### src/rtl/exc_pkg.sv
package exc_pkg;
   typedef enum logic [1:0] {
      CAUSE_DIV0    = 2'd0,
      CAUSE_ILLEGAL = 2'd1,
      CAUSE_IRQ     = 2'd2,
      CAUSE_SWI     = 2'd3
   } cause_e;

   localparam int N_CAUSE = 4;

   localparam logic [1:0] SR_ZERO    = 2'd0;
   localparam logic [1:0] SR_HANDLER = 2'd1;
   localparam logic [1:0] SR_CAUSE   = 2'd2;
   localparam logic [1:0] SR_NUM     = 2'd3;

   typedef enum logic {
      ST_IDLE = 1'b0,
      ST_PUSH = 1'b1
   } entry_st_e;
endpackage

### src/rtl/exc_pending.sv
module exc_pending
   import exc_pkg::*;
#(
   parameter int ADDR_W = 32,
   parameter int NUM_W  = 4,
   parameter int LEN_W  = 4
) (
   input  logic                              clk,
   input  logic                              rst_n,
   input  logic                              bnd_valid,
   input  logic [ADDR_W-1:0]                 bnd_pc,
   input  logic [LEN_W-1:0]                  bnd_len,
   input  logic                              bnd_div0,
   input  logic                              bnd_ill,
   input  logic                              bnd_swi,
   input  logic [NUM_W-1:0]                  bnd_swi_num,
   input  logic                              irq_req,
   input  logic [NUM_W-1:0]                  irq_num,
   input  logic [N_CAUSE-1:0]                clr_vec,
   output logic [N_CAUSE-1:0]                pend,
   output logic [N_CAUSE-1:0][ADDR_W-1:0]    pend_ret,
   output logic [N_CAUSE-1:0][NUM_W-1:0]     pend_num
);
   logic [ADDR_W-1:0]             ret_addr;
   logic [N_CAUSE-1:0]            src;
   logic [N_CAUSE-1:0][NUM_W-1:0] src_num;

   assign ret_addr = bnd_pc + ADDR_W'(bnd_len);

   always_comb begin
      src                = '0;
      src_num            = '0;
      src[CAUSE_DIV0]    = bnd_div0;
      src[CAUSE_ILLEGAL] = bnd_ill;
      src[CAUSE_IRQ]     = irq_req;
      src[CAUSE_SWI]     = bnd_swi;
      src_num[CAUSE_IRQ] = irq_num;
      src_num[CAUSE_SWI] = bnd_swi_num;
   end

   for (genvar k = 0; k < N_CAUSE; k++) begin : g_slot
      logic raise, load;
      assign raise = bnd_valid & src[k];
      // A slot still waiting keeps its first capture; a slot being
      // retired this cycle may be refilled at once.
      assign load  = raise & (~pend[k] | clr_vec[k]);

      always_ff @(posedge clk or negedge rst_n) begin
         if (!rst_n) begin
            pend[k]     <= 1'b0;
            pend_ret[k] <= '0;
            pend_num[k] <= '0;
         end else begin
            pend[k] <= (pend[k] & ~clr_vec[k]) | raise;
            if (load) begin
               pend_ret[k] <= ret_addr;
               pend_num[k] <= src_num[k];
            end
         end
      end

      AST_SLOT_KEEPS: assert property (@(posedge clk) disable iff (!rst_n)
         pend[k] && !clr_vec[k] |=> pend[k] && $stable(pend_ret[k]))
         else $error("pending slot lost or altered");
   end

   AST_IRQ_ONLY_AT_BOUNDARY: assert property (@(posedge clk) disable iff (!rst_n)
      !pend[CAUSE_IRQ] && !bnd_valid |=> !pend[CAUSE_IRQ])
      else $error("interrupt captured outside a boundary");
endmodule

### src/rtl/exc_arbiter.sv
module exc_arbiter
   import exc_pkg::*;
(
   input  logic [N_CAUSE-1:0] req,
   output logic [N_CAUSE-1:0] grant,
   output logic [1:0]         grant_idx
);
   // Rank 0 is served first.
   localparam logic [1:0] RANK [N_CAUSE] = '{
      CAUSE_ILLEGAL, CAUSE_DIV0, CAUSE_SWI, CAUSE_IRQ
   };

   always_comb begin
      grant     = '0;
      grant_idx = RANK[0];
      for (int i = N_CAUSE - 1; i >= 0; i--) begin
         if (req[RANK[i]]) begin
            grant     = '0;
            grant[RANK[i]] = 1'b1;
            grant_idx = RANK[i];
         end
      end
   end
endmodule

### src/rtl/exc_sregs.sv
module exc_sregs
   import exc_pkg::*;
#(
   parameter int XLEN  = 32,
   parameter int NUM_W = 4
) (
   input  logic             clk,
   input  logic             rst_n,
   input  logic [1:0]       sr_idx,
   input  logic             sr_wr_en,
   input  logic [XLEN-1:0]  sr_wr_data,
   output logic [XLEN-1:0]  sr_rd_data,
   input  logic             entry_busy,
   input  logic             commit,
   input  cause_e           commit_cause,
   input  logic [NUM_W-1:0] commit_num,
   output logic [XLEN-1:0]  handler_addr
);
   localparam int PAD_CAUSE = XLEN - 2;
   localparam int PAD_NUM   = XLEN - NUM_W;

   logic [XLEN-1:0] handler_q, cause_q, num_q;
   logic            sw_open, cause_has_num;

   assign sw_open       = sr_wr_en & ~entry_busy;
   assign cause_has_num = (commit_cause == CAUSE_IRQ) || (commit_cause == CAUSE_SWI);

   always_ff @(posedge clk or negedge rst_n) begin
      if (!rst_n) begin
         handler_q <= '0;
         cause_q   <= '0;
         num_q     <= '0;
      end else begin
         if (sr_wr_en && sr_idx == SR_HANDLER) handler_q <= sr_wr_data;
         if (commit) begin
            cause_q <= {{PAD_CAUSE{1'b0}}, commit_cause};
            if (cause_has_num) num_q <= {{PAD_NUM{1'b0}}, commit_num};
         end else if (sw_open) begin
            if (sr_idx == SR_CAUSE) cause_q <= sr_wr_data;
            if (sr_idx == SR_NUM)   num_q   <= sr_wr_data;
         end
      end
   end

   always_comb begin
      unique case (sr_idx)
         SR_HANDLER: sr_rd_data = handler_q;
         SR_CAUSE:   sr_rd_data = cause_q;
         SR_NUM:     sr_rd_data = num_q;
         default:    sr_rd_data = '0;
      endcase
   end

   assign handler_addr = handler_q;

   AST_CAUSE_LOADED: assert property (@(posedge clk) disable iff (!rst_n)
      commit |=> cause_q[1:0] == $past(commit_cause))
      else $error("cause code not recorded");
   AST_NUM_KEPT: assert property (@(posedge clk) disable iff (!rst_n)
      commit && !cause_has_num |=> $stable(num_q))
      else $error("number changed by a numberless cause");
   AST_NO_MIDENTRY_WRITE: assert property (@(posedge clk) disable iff (!rst_n)
      entry_busy && !commit |=> $stable(cause_q) && $stable(num_q))
      else $error("cause or number changed mid-entry");
endmodule

### src/rtl/exc_dispatch.sv
module exc_dispatch
   import exc_pkg::*;
#(
   parameter int ADDR_W = 32,
   parameter int NUM_W  = 4,
   parameter int LEN_W  = 4
) (
   input  logic              clk,
   input  logic              rst_n,
   input  logic [1:0]        sr_idx,
   input  logic              sr_wr_en,
   input  logic [ADDR_W-1:0] sr_wr_data,
   output logic [ADDR_W-1:0] sr_rd_data,
   input  logic              bnd_valid,
   input  logic [ADDR_W-1:0] bnd_pc,
   input  logic [LEN_W-1:0]  bnd_len,
   input  logic              bnd_div0,
   input  logic              bnd_ill,
   input  logic              bnd_swi,
   input  logic [NUM_W-1:0]  bnd_swi_num,
   input  logic              irq_req,
   input  logic [NUM_W-1:0]  irq_num,
   output logic              irq_ack,
   output logic              push_valid,
   input  logic              push_ready,
   output logic [ADDR_W-1:0] push_data,
   output logic              pc_redirect,
   output logic [ADDR_W-1:0] pc_target
);
   if (ADDR_W < 8) begin : g_bad_addr
      $error("ADDR_W must be at least 8");
   end
   if (NUM_W < 1 || NUM_W >= ADDR_W) begin : g_bad_num
      $error("NUM_W must lie between 1 and ADDR_W-1");
   end
   if (LEN_W < 1 || LEN_W >= ADDR_W) begin : g_bad_len
      $error("LEN_W must lie between 1 and ADDR_W-1");
   end

   logic [N_CAUSE-1:0]             pend, grant, clr_vec;
   logic [N_CAUSE-1:0][ADDR_W-1:0] pend_ret;
   logic [N_CAUSE-1:0][NUM_W-1:0]  pend_num;
   logic [1:0]                     grant_idx, sel_q;
   entry_st_e                      state_q;
   logic                           accept;
   logic [ADDR_W-1:0]              handler_addr;

   exc_pending #(.ADDR_W(ADDR_W), .NUM_W(NUM_W), .LEN_W(LEN_W)) u_pending (
      .clk         (clk),
      .rst_n       (rst_n),
      .bnd_valid   (bnd_valid),
      .bnd_pc      (bnd_pc),
      .bnd_len     (bnd_len),
      .bnd_div0    (bnd_div0),
      .bnd_ill     (bnd_ill),
      .bnd_swi     (bnd_swi),
      .bnd_swi_num (bnd_swi_num),
      .irq_req     (irq_req),
      .irq_num     (irq_num),
      .clr_vec     (clr_vec),
      .pend        (pend),
      .pend_ret    (pend_ret),
      .pend_num    (pend_num)
   );

   exc_arbiter u_arbiter (
      .req       (pend),
      .grant     (grant),
      .grant_idx (grant_idx)
   );

   always_ff @(posedge clk or negedge rst_n) begin
      if (!rst_n) begin
         state_q <= ST_IDLE;
         sel_q   <= '0;
      end else begin
         unique case (state_q)
            ST_IDLE: if (|pend) begin
               state_q <= ST_PUSH;
               sel_q   <= grant_idx;
            end
            ST_PUSH: if (push_ready) state_q <= ST_IDLE;
            default: state_q <= ST_IDLE;
         endcase
      end
   end

   assign push_valid  = (state_q == ST_PUSH);
   assign push_data   = pend_ret[sel_q];
   assign accept      = push_valid & push_ready;
   assign pc_redirect = accept;
   assign pc_target   = handler_addr;
   assign irq_ack     = accept & (sel_q == CAUSE_IRQ);
   assign clr_vec     = accept ? (N_CAUSE'(1) << sel_q) : '0;

   exc_sregs #(.XLEN(ADDR_W), .NUM_W(NUM_W)) u_sregs (
      .clk          (clk),
      .rst_n        (rst_n),
      .sr_idx       (sr_idx),
      .sr_wr_en     (sr_wr_en),
      .sr_wr_data   (sr_wr_data),
      .sr_rd_data   (sr_rd_data),
      .entry_busy   (push_valid),
      .commit       (accept),
      .commit_cause (cause_e'(sel_q)),
      .commit_num   (pend_num[sel_q]),
      .handler_addr (handler_addr)
   );

   AST_PUSH_HOLDS: assert property (@(posedge clk) disable iff (!rst_n)
      push_valid && !push_ready |=> push_valid && $stable(push_data))
      else $error("push request dropped or changed while stalled");
   AST_ONE_REDIRECT: assert property (@(posedge clk) disable iff (!rst_n)
      pc_redirect |=> !pc_redirect && !push_valid)
      else $error("redirect not a single pulse");
   AST_ACK_PULSE: assert property (@(posedge clk) disable iff (!rst_n)
      irq_ack |=> !irq_ack)
      else $error("interrupt acknowledge longer than one cycle");
   AST_GRANT_LEGAL: assert property (@(posedge clk) disable iff (!rst_n)
      $onehot0(grant) && ((grant & ~pend) == '0))
      else $error("grant not one of the pending events");
endmodule

### config.mk
export PLATFORM = sky130hd
export DESIGN_NAME = exc_dispatch
export DESIGN_NICKNAME = d
export VERILOG_FILES = /design/src/rtl/exc_pkg.sv /design/src/rtl/exc_pending.sv /design/src/rtl/exc_arbiter.sv /design/src/rtl/exc_sregs.sv /design/src/rtl/exc_dispatch.sv
export SDC_FILE = /design/constraint.sdc
export NUM_CORES = 1
export LEC_CHECK = 0
export BUFFER_PORTS_ARGS = -buffer_cell sky130_fd_sc_hd__buf_4
export CORE_MARGIN = 8
export CORE_UTILIZATION = 45
export DETAILED_ROUTE_END_ITERATION = 7
export MAX_ROUTING_LAYER = met4
export PLACE_DENSITY = 0.66
export SYNTH_ARGS = -nofsm -noshare
export SYNTH_HDL_FRONTEND = slang
export SYNTH_SLANG_ARGS = --single-unit
### constraint.sdc
create_clock -name clk -period 2.39 [get_ports clk]
set_clock_uncertainty 0.15 [all_clocks]
set_input_delay 0 -clock clk [delete_from_list [all_inputs] [get_ports clk]]
set_output_delay 0 -clock clk [all_outputs]
set_load 0.02 [all_outputs]
==> metrics.md, run 1 <==
| Metric | Value |
|---|---|
| Num ports | 186 |
| Vias in the first global route | 9,579 |
| IO Port Bufs | 185 |
| Post-Syn Nets | 1,116 |
| Die height | 173 um |
| Pwr Total | 14.9 mW |
| Least-Margin Pin Slew | 0.591 ns |
| Clock transition at path regs | 0.06 ns |
| Count of pins over their slew limit | 0 |
| Commonest non-fill, non-tap cell in the layout | nand2_1 |
| Synth area leaders | dfrtp_1 54%, nand2_1 8.2%, mux2_2 6.5% |
| Total global-route track usage | 21.5% |
| Hold depth | 4 |
| Sequential share of the synthesized area | 54.1% |
| Crit path max-delay family | simple AND/OR/NAND/NOR gates |
| Ys flop type | dfrtp_1 |
| Hold WS | -0.00759 ns |
| Slew HR | 60.6% |
| Worst reg2reg setup slack | 0.14 ns |
| Worst skew pair latency | 0.52 ns |
| Syn Area/Cell | 10.8 um2 |
| CTS Root Cell | clkbuf_16 |
| Worst EP required | 2.68 ns |
| Power per cell area | 984 mW/mm2 |
| Post-synth EDFFs | 0 |
| DR top layer | met4 |
| Core Rows | 57 |
| Minimum clock period | 2.30 ns |
| Setup TNS | 0 ns |
| Placed cells | 1,491 |
| Clock sinks | 239 |
| Overflow after GRT | 0 |
| Core Region | 0.0242 mm2 |
| Area leader, netlist | dfrtp_1 |
| Met3 WL | 1.95 mm |
| Met1 WL | 14.1 mm |
| Avg WL per Cell | 18.7 um |
| Crit. End Element | register |
| Routed met2 length | 14.8 mm |
| Final Setup Violations | 0 |
| DP Worst Slack | 0.0926 ns |
| Initial Util | 45.6% |
| Worst-case clock buffer depth | 3 |
| Switch share | 32.3% |
| Hold Crit Class | in -> reg |
| Pleak | 6.96 nW |
| Synth Area in Compound Gates | 13.8% |
| Mapped Cells | 1,024 |
| Crit path DAT | 2.58 ns |
| Largest net degree at the start of global routing | 76 |
| Failing checks | hold timing |
| Psw | 4.82 mW |
| Layout cells sized above 1 | 27.7% |
| Max Fanout on Critical Path | 6 |
| Mapped Area | 0.0111 mm2 |
| Buf/Inv on CP | 2 |
| Main combinational cell family by area after synthesis | compound AO/OA/AOI/OAI gates |
| Cells along the critical path | buf_4 -> ha_2 -> nand3_1 -> o22a_1 -> or4_4 -> or3_4 -> dlygate4sd3_1 -> a31oi_1 |
| Die Span X | 173 um |
| Finished Layout Cells | 1,676 |
| TritonCTS buffer count | 26 |
| Max_cap viols | 0 |
| Ys async rst share | 100% |
| Reg2reg start | sel_q[0] |
| Post-synthesis adder-cell area fraction | 0.634% |
| Post-detail-place hpwl | 19.9 mm |
| Vias after detailed routing | 9,022 |
| Initial DRT Pass Iterations | 5 |
| Post-CTS setup buffers | 0 |
| Post-Route Utilization | 62.5% |
| HP Start | bnd_len[3] |
| Most frequent cells in the layout | 241 x nand2_1, 237 x dfrtp_1, 208 x buf_4 |
| Routed WL | 31.3 mm |
| Critical path's largest stage delay | 0.62 ns |
| Comb power frac | 31.9% |
| Reg2reg path depth | 7 |
| RSZ-0062 raised after global routing | no |
| Final worst slack | 0.0935 ns |
| Cell Int Power | 10.1 mW |
| Distinct cells, synth | 50 |
| Seq pwr share | 41.3% |
| Flops & latches, synth | 239 |
| Cell area after layout | 0.0152 mm2 |
| Synth warn | 0 |
| Maximum vdd drop | 0.00104 V |
| Die area | 0.0298 mm2 |
| P&R area growth vs syn | 37.1% |
| Status | finished, violations left |
| Post-DP Area | 0.0129 mm2 |
| Worst Setup Start Kind | primary input |
| Area fraction of the dominant cell type after synthesis | 54.1% |
| Final hold vios | 2 |
| Reg2reg end | u_pending.pend_num[10] |
| Worst path slowest cell | dlygate4sd3_1 |
| WS Path Type | in -> reg |
| Clk pwr share | 26.8% |
| Post-detailed-route count of antenna-violating nets | 0 |
| Hold EP | u_pending.pend_ret[3] |
| First DRT Iteration DRCs | 766 |
| Post-synthesis xor/xnor area fraction | 2.06% |
| Gp weighted congestion | 0.852 |
| Fraction of the cycle the final worst path needs | 96.1% |
| DR vias/cell | 5.38 |
| TritonCTS clock tree | done |
| DR DRC count | 0 |
| First-pass GRT wire length | 52.0 mm |
| Fin nets | 1,424 |
| H-tree depth | 1 |
| Mux contribution to synthesized area | 13.6% |
| Post-Synth Simple-Gate Area | 13.1% |
| Initial antenna violation count | 1 |
| Max Freq | 435 MHz |
==> worst max-delay path by stage <==
stage / start / to / slack (ns) / cells after the start
after floorplan: push_valid / u_pending.pend_ret[11] / 0.09 / 7
after global placement: bnd_pc[0] / u_pending.pend_ret[84] / 0.15 / 9
after detailed placement: bnd_pc[0] / u_pending.pend_ret[22] / 0.09 / 9
after CTS: sel_q[0] / push_data[27] / 0.004 / 3
after global routing: bnd_len[3] / u_pending.pend_ret[63] / 0.006 / 8
final: bnd_len[3] / u_pending.pend_ret[127] / 0.09 / 8
==> worst reg2reg max path, delay by kind of cell, from the launching register on <==
family | cells | cell delay, ns
AO/OA/AOI/OAI | 1 | 0.25
flip-flops | 1 | 0.43
AND/OR/NAND/NOR | 3 | 0.40
buffers and inverters | 3 | 0.95
==> power groups by stage <==
stage	sequential, mW	combinational (mW)	clock (mW)
global placement	6.13	4.57	0
finish	6.15	4.76	4.00
floorplan	6.08	2.80	0
global route	6.32	5.25	4.26
detailed placement	6.19	4.65	0
CTS	6.14	4.83	4.10
==> logic make-up after synthesis <==
group | Yosys count
xor+xnor | 26
fa+ha+maj | 5
simple gates | 333
mux | 102
flops | 239
buf+inv | 78
compound gates | 241
==> layout make-up <==
type	count	area, um2
antenna	1	2.50
clock buffer	36	738
clock inverter	11	116
fill	1944	9090
inverter	4	15.0
multi-input combinational	707	4790
sequential	239	5980
tap	324	405
timing repair buffer	354	3100
==> flip-flops by register name, indices dropped and copies added, names as in the netlist <==
name	cells
u_sregs.cause_q	32
u_sregs.num_q	32
u_pending.pend_num	8
u_pending.pend_ret	128
push_valid	1
sel_q	2
u_sregs.handler_addr	32
u_pending.pend	4
==> synth_stat cells, drive strengths merged, types with 5 or more instances <==
cell type and n:
xnor2 11, a21oi 9, o21ai 142, a21o 5, mux2 64, nor4 5, a22o 61, nand4 11
a31oi 8, mux4 32, nand2 241, nor2 22, and3 7, xor2 15, nor3 6, clkbuf 62
nand3 21, mux2i 6, a221o 5, dfrtp 239, buf 12
==> routing by layer <==
metal	track usage (%)	vias up
met3	4.12	44
met5	-	-
met1	28.0	4431
met4	4.64	0
met2	34.7	290
li1	-	4257
==> repair_timing <==
item                       in CTS  in global routing
hold buffers                  137                  0
hold endpoints to repair      473                  0
setup endpoints to repair       0                 17
resized for setup               0                  3
Note: power is estimated with default switching activity, not from simulation.
==> inputs of run 2 (changes only) <==
CORE_MARGIN = unset   (was 8)
==> run 2 against run 1 <==
Compared with the run above:
- the flow now finishes without violations
- core utilization grew 2.2 points
- worst setup slack worse by 0.0073 ns
- power up 2.0%
- first-iteration DRC count decreased by 27%
- cell count is 0.54% higher
- hold slack better by 0.026 ns
- count of clock-buffer cells in the layout is 8 higher
- flip-flop and latch count did not move
==> metrics.md, run 2 (synthesized netlist as in run 1, its figures left out) <==
| Metric | Value |
|---|---|
| Die area | 0.0252 mm2 (-16%) |
| Gp weighted congestion | 0.840 (-1.4%) |
| Post-detailed-route count of antenna-violating nets | 0 (unchanged) |
| Num ports | 186 (unchanged) |
| First DRT Iteration DRCs | 558 (-27%) |
| Max Fanout on Critical Path | 25 (+19) |
| Minimum clock period | 2.30 ns (+0.00726 ns) |
| Largest register by flop count | u_pending.pend_ret |
| Worst EP required | 2.24 ns (-0.44 ns) |
| Worst Setup SP | sel_q[1] |
| Max Freq | 434 MHz (-0.32%) |
| Avg WL per Cell | 18.5 um (-0.86%) |
| Worst Setup Start Kind | register |
| Least-Margin Pin Slew | 0.690 ns (+0.0990 ns) |
| Vias after detailed routing | 9,253 (+2.6%) |
| Largest net degree at the start of global routing | 75 (-1.3%) |
| Initial Util | 46.5% (+0.95 points) |
| Worst skew pair latency | 0.53 ns (about the same) |
| Final Setup Violations | 0 (unchanged) |
| Maximum vdd drop | 0.000718 V (-31%) |
| Reg2reg end | u_pending.pend_num[10] |
| Fraction of the cycle the final worst path needs | 96.4% (+0.30 points) |
| Setup TNS | 0 ns (unchanged) |
| Post-Route Utilization | 64.7% (+2.2 points) |
| Hold Crit Class | in -> reg |
| Vias in the first global route | 9,441 (-1.4%) |
| Initial antenna violation count | 1 (unchanged) |
| Critical Path Sink | push_data[16] |
| Total global-route track usage | 25.6% (+4.1 points) |
| Worst-case clock buffer depth | 3 (unchanged) |
| Core Region | 0.0238 mm2 (-2.0%) |
| RSZ-0062 raised after global routing | no |
| Fin nets | 1,436 (+0.84%) |
| Clock sinks | 239 (unchanged) |
| First-pass GRT wire length | 50.7 mm (-2.6%) |
| WS Path Type | reg -> out |
| TritonCTS clock tree | done |
| Reg2reg start | sel_q[0] |
| Commonest non-fill, non-tap cell in the layout | nand2_1 |
| Die height | 159 um (-8.1%) |
| Worst reg2reg setup slack | 0.15 ns (about the same) |
| P&R area growth vs syn | 38.9% |
| Crit. End Element | primary output |
| Pleak | 7.01 nW (+0.72%) |
| TritonCTS buffer count | 27 (+3.8%) |
| DR vias/cell | 5.49 (+2.0%) |
| Layout cells sized above 1 | 28.6% (+0.91 points) |
| Routed WL | 31.2 mm (-0.33%) |
| H-tree depth | 1 (unchanged) |
| DR DRC count | 0 (unchanged) |
| Status | completed |
| Overflow after GRT | 0 (unchanged) |
| Initial DRT Pass Iterations | 4 (-1) |
| Final hold vios | 0 (-2) |
| Core Rows | 56 (-1.8%) |
| IO Port Bufs | 185 (unchanged) |
| Post-detail-place hpwl | 19.8 mm (-0.33%) |
| Count of pins over their slew limit | 0 (unchanged) |
| Die Span X | 159 um (-8.1%) |
| CTS Root Cell | clkbuf_16 |
| Slew HR | 54.0% (-6.6 points) |
| Clock transition at path regs | 0.06 ns (about the same) |
| Max_cap viols | 0 (unchanged) |
| Reg2reg path depth | 7 (unchanged) |
| Crit path DAT | 2.15 ns (-0.43 ns) |
| Most frequent cells in the layout | 241 x nand2_1, 237 x dfrtp_1, 217 x buf_4 |
| Power per cell area | 991 mW/mm2 (+0.70%) |
| Max reg flops | 128 (unchanged) |
[run 2: changes by cell type in the layout (fill, tap and decap cells not counted), moves of 2 or more]
cell,before,now
clkbuf_16,26,28
buf_12,7,9
buf_4,208,217
clkbuf_8,5,13
clkinv_2,8,3
[run 2: final cells by class]
type / count / area [um2]
Timing Repair Buffer: 365 / 3240
Sequential cell: 239 / 5980
Antenna cell: 2 / 5.00
Clock buffer: 44 / 870
Multi-Input combinational cell: 707 / 4790
Tap cell: 319 / 399
Inverter: 4 / 15.0
Fill cell: 1820 / 8400
Clock inverter: 5 / 53.8
[run 2: report_power, final]
group,internal (mW),switching [mW],leakage [nW]
clock network,2.57,1.64,0.461
registers,5.40,0.741,2.99
logic,2.38,2.48,3.55
[run 2: worst min path at each step]
stage,startpoint,endpoint,cells past startpoint
finish,bnd_pc[16],u_pending.pend_ret[22],5
detailed placement,rst_n,u_sregs.handler_addr[25],1
floorplan,rst_n,push_valid,0
CTS,bnd_pc[16],u_pending.pend_ret[22],5
global placement,rst_n,u_sregs.handler_addr[19],1
global route,bnd_pc[4],u_pending.pend_ret[24],5
[run 2: routing by layer]
layer | track usage, % | part of all wire (%) | wire length, um
met5 | - | 0 | 0
met3 | 4.28 | 6.2 | 1920
met4 | 6.49 | 2.0 | 628
met1 | 33.5 | 44 | 13600
met2 | 41.5 | 48 | 15000
[run 2: stage by stage]
stage | power (mW) | instance area, um2 | hold slack (ns) | instances | worst slack [ns]
4_1_cts | 15.3 | 15300 | 0.000451 | 1684 | 0.0224
3_3_place_gp | 10.7 | 13000 | -0.136 | 1498 | 0.159
2_1_floorplan | 8.89 | 11100 | -0.446 | 1024 | 0.0871
5_1_grt | 16.0 | 15400 | 0.0594 | 1684 | 0.0000422
6_report | 15.2 | 15400 | 0.0185 | 1685 | 0.0863
3_5_place_dp | 10.8 | 13000 | -0.134 | 1498 | 0.128
[run 2: worst max-delay path, stage by stage, from the launching register on]
cell and delay, ns:
dfrtp_2 0.35, buf_4 0.22, buf_4 0.43, mux4_2 0.42
buf_4 0.18
[run 2: timing repair]
| item | in CTS | in global routing |
|---|---|---|
| gates resized for setup | 4 | 2 |
| pin swaps | 0 | 1 |
| buffers inserted | 0 | 0 |
| hold endpoints to repair | 471 | 0 |
| setup endpoints to repair | 25 | 27 |
| cloned | 0 | 1 |
| hold buffers | 137 | 0 |
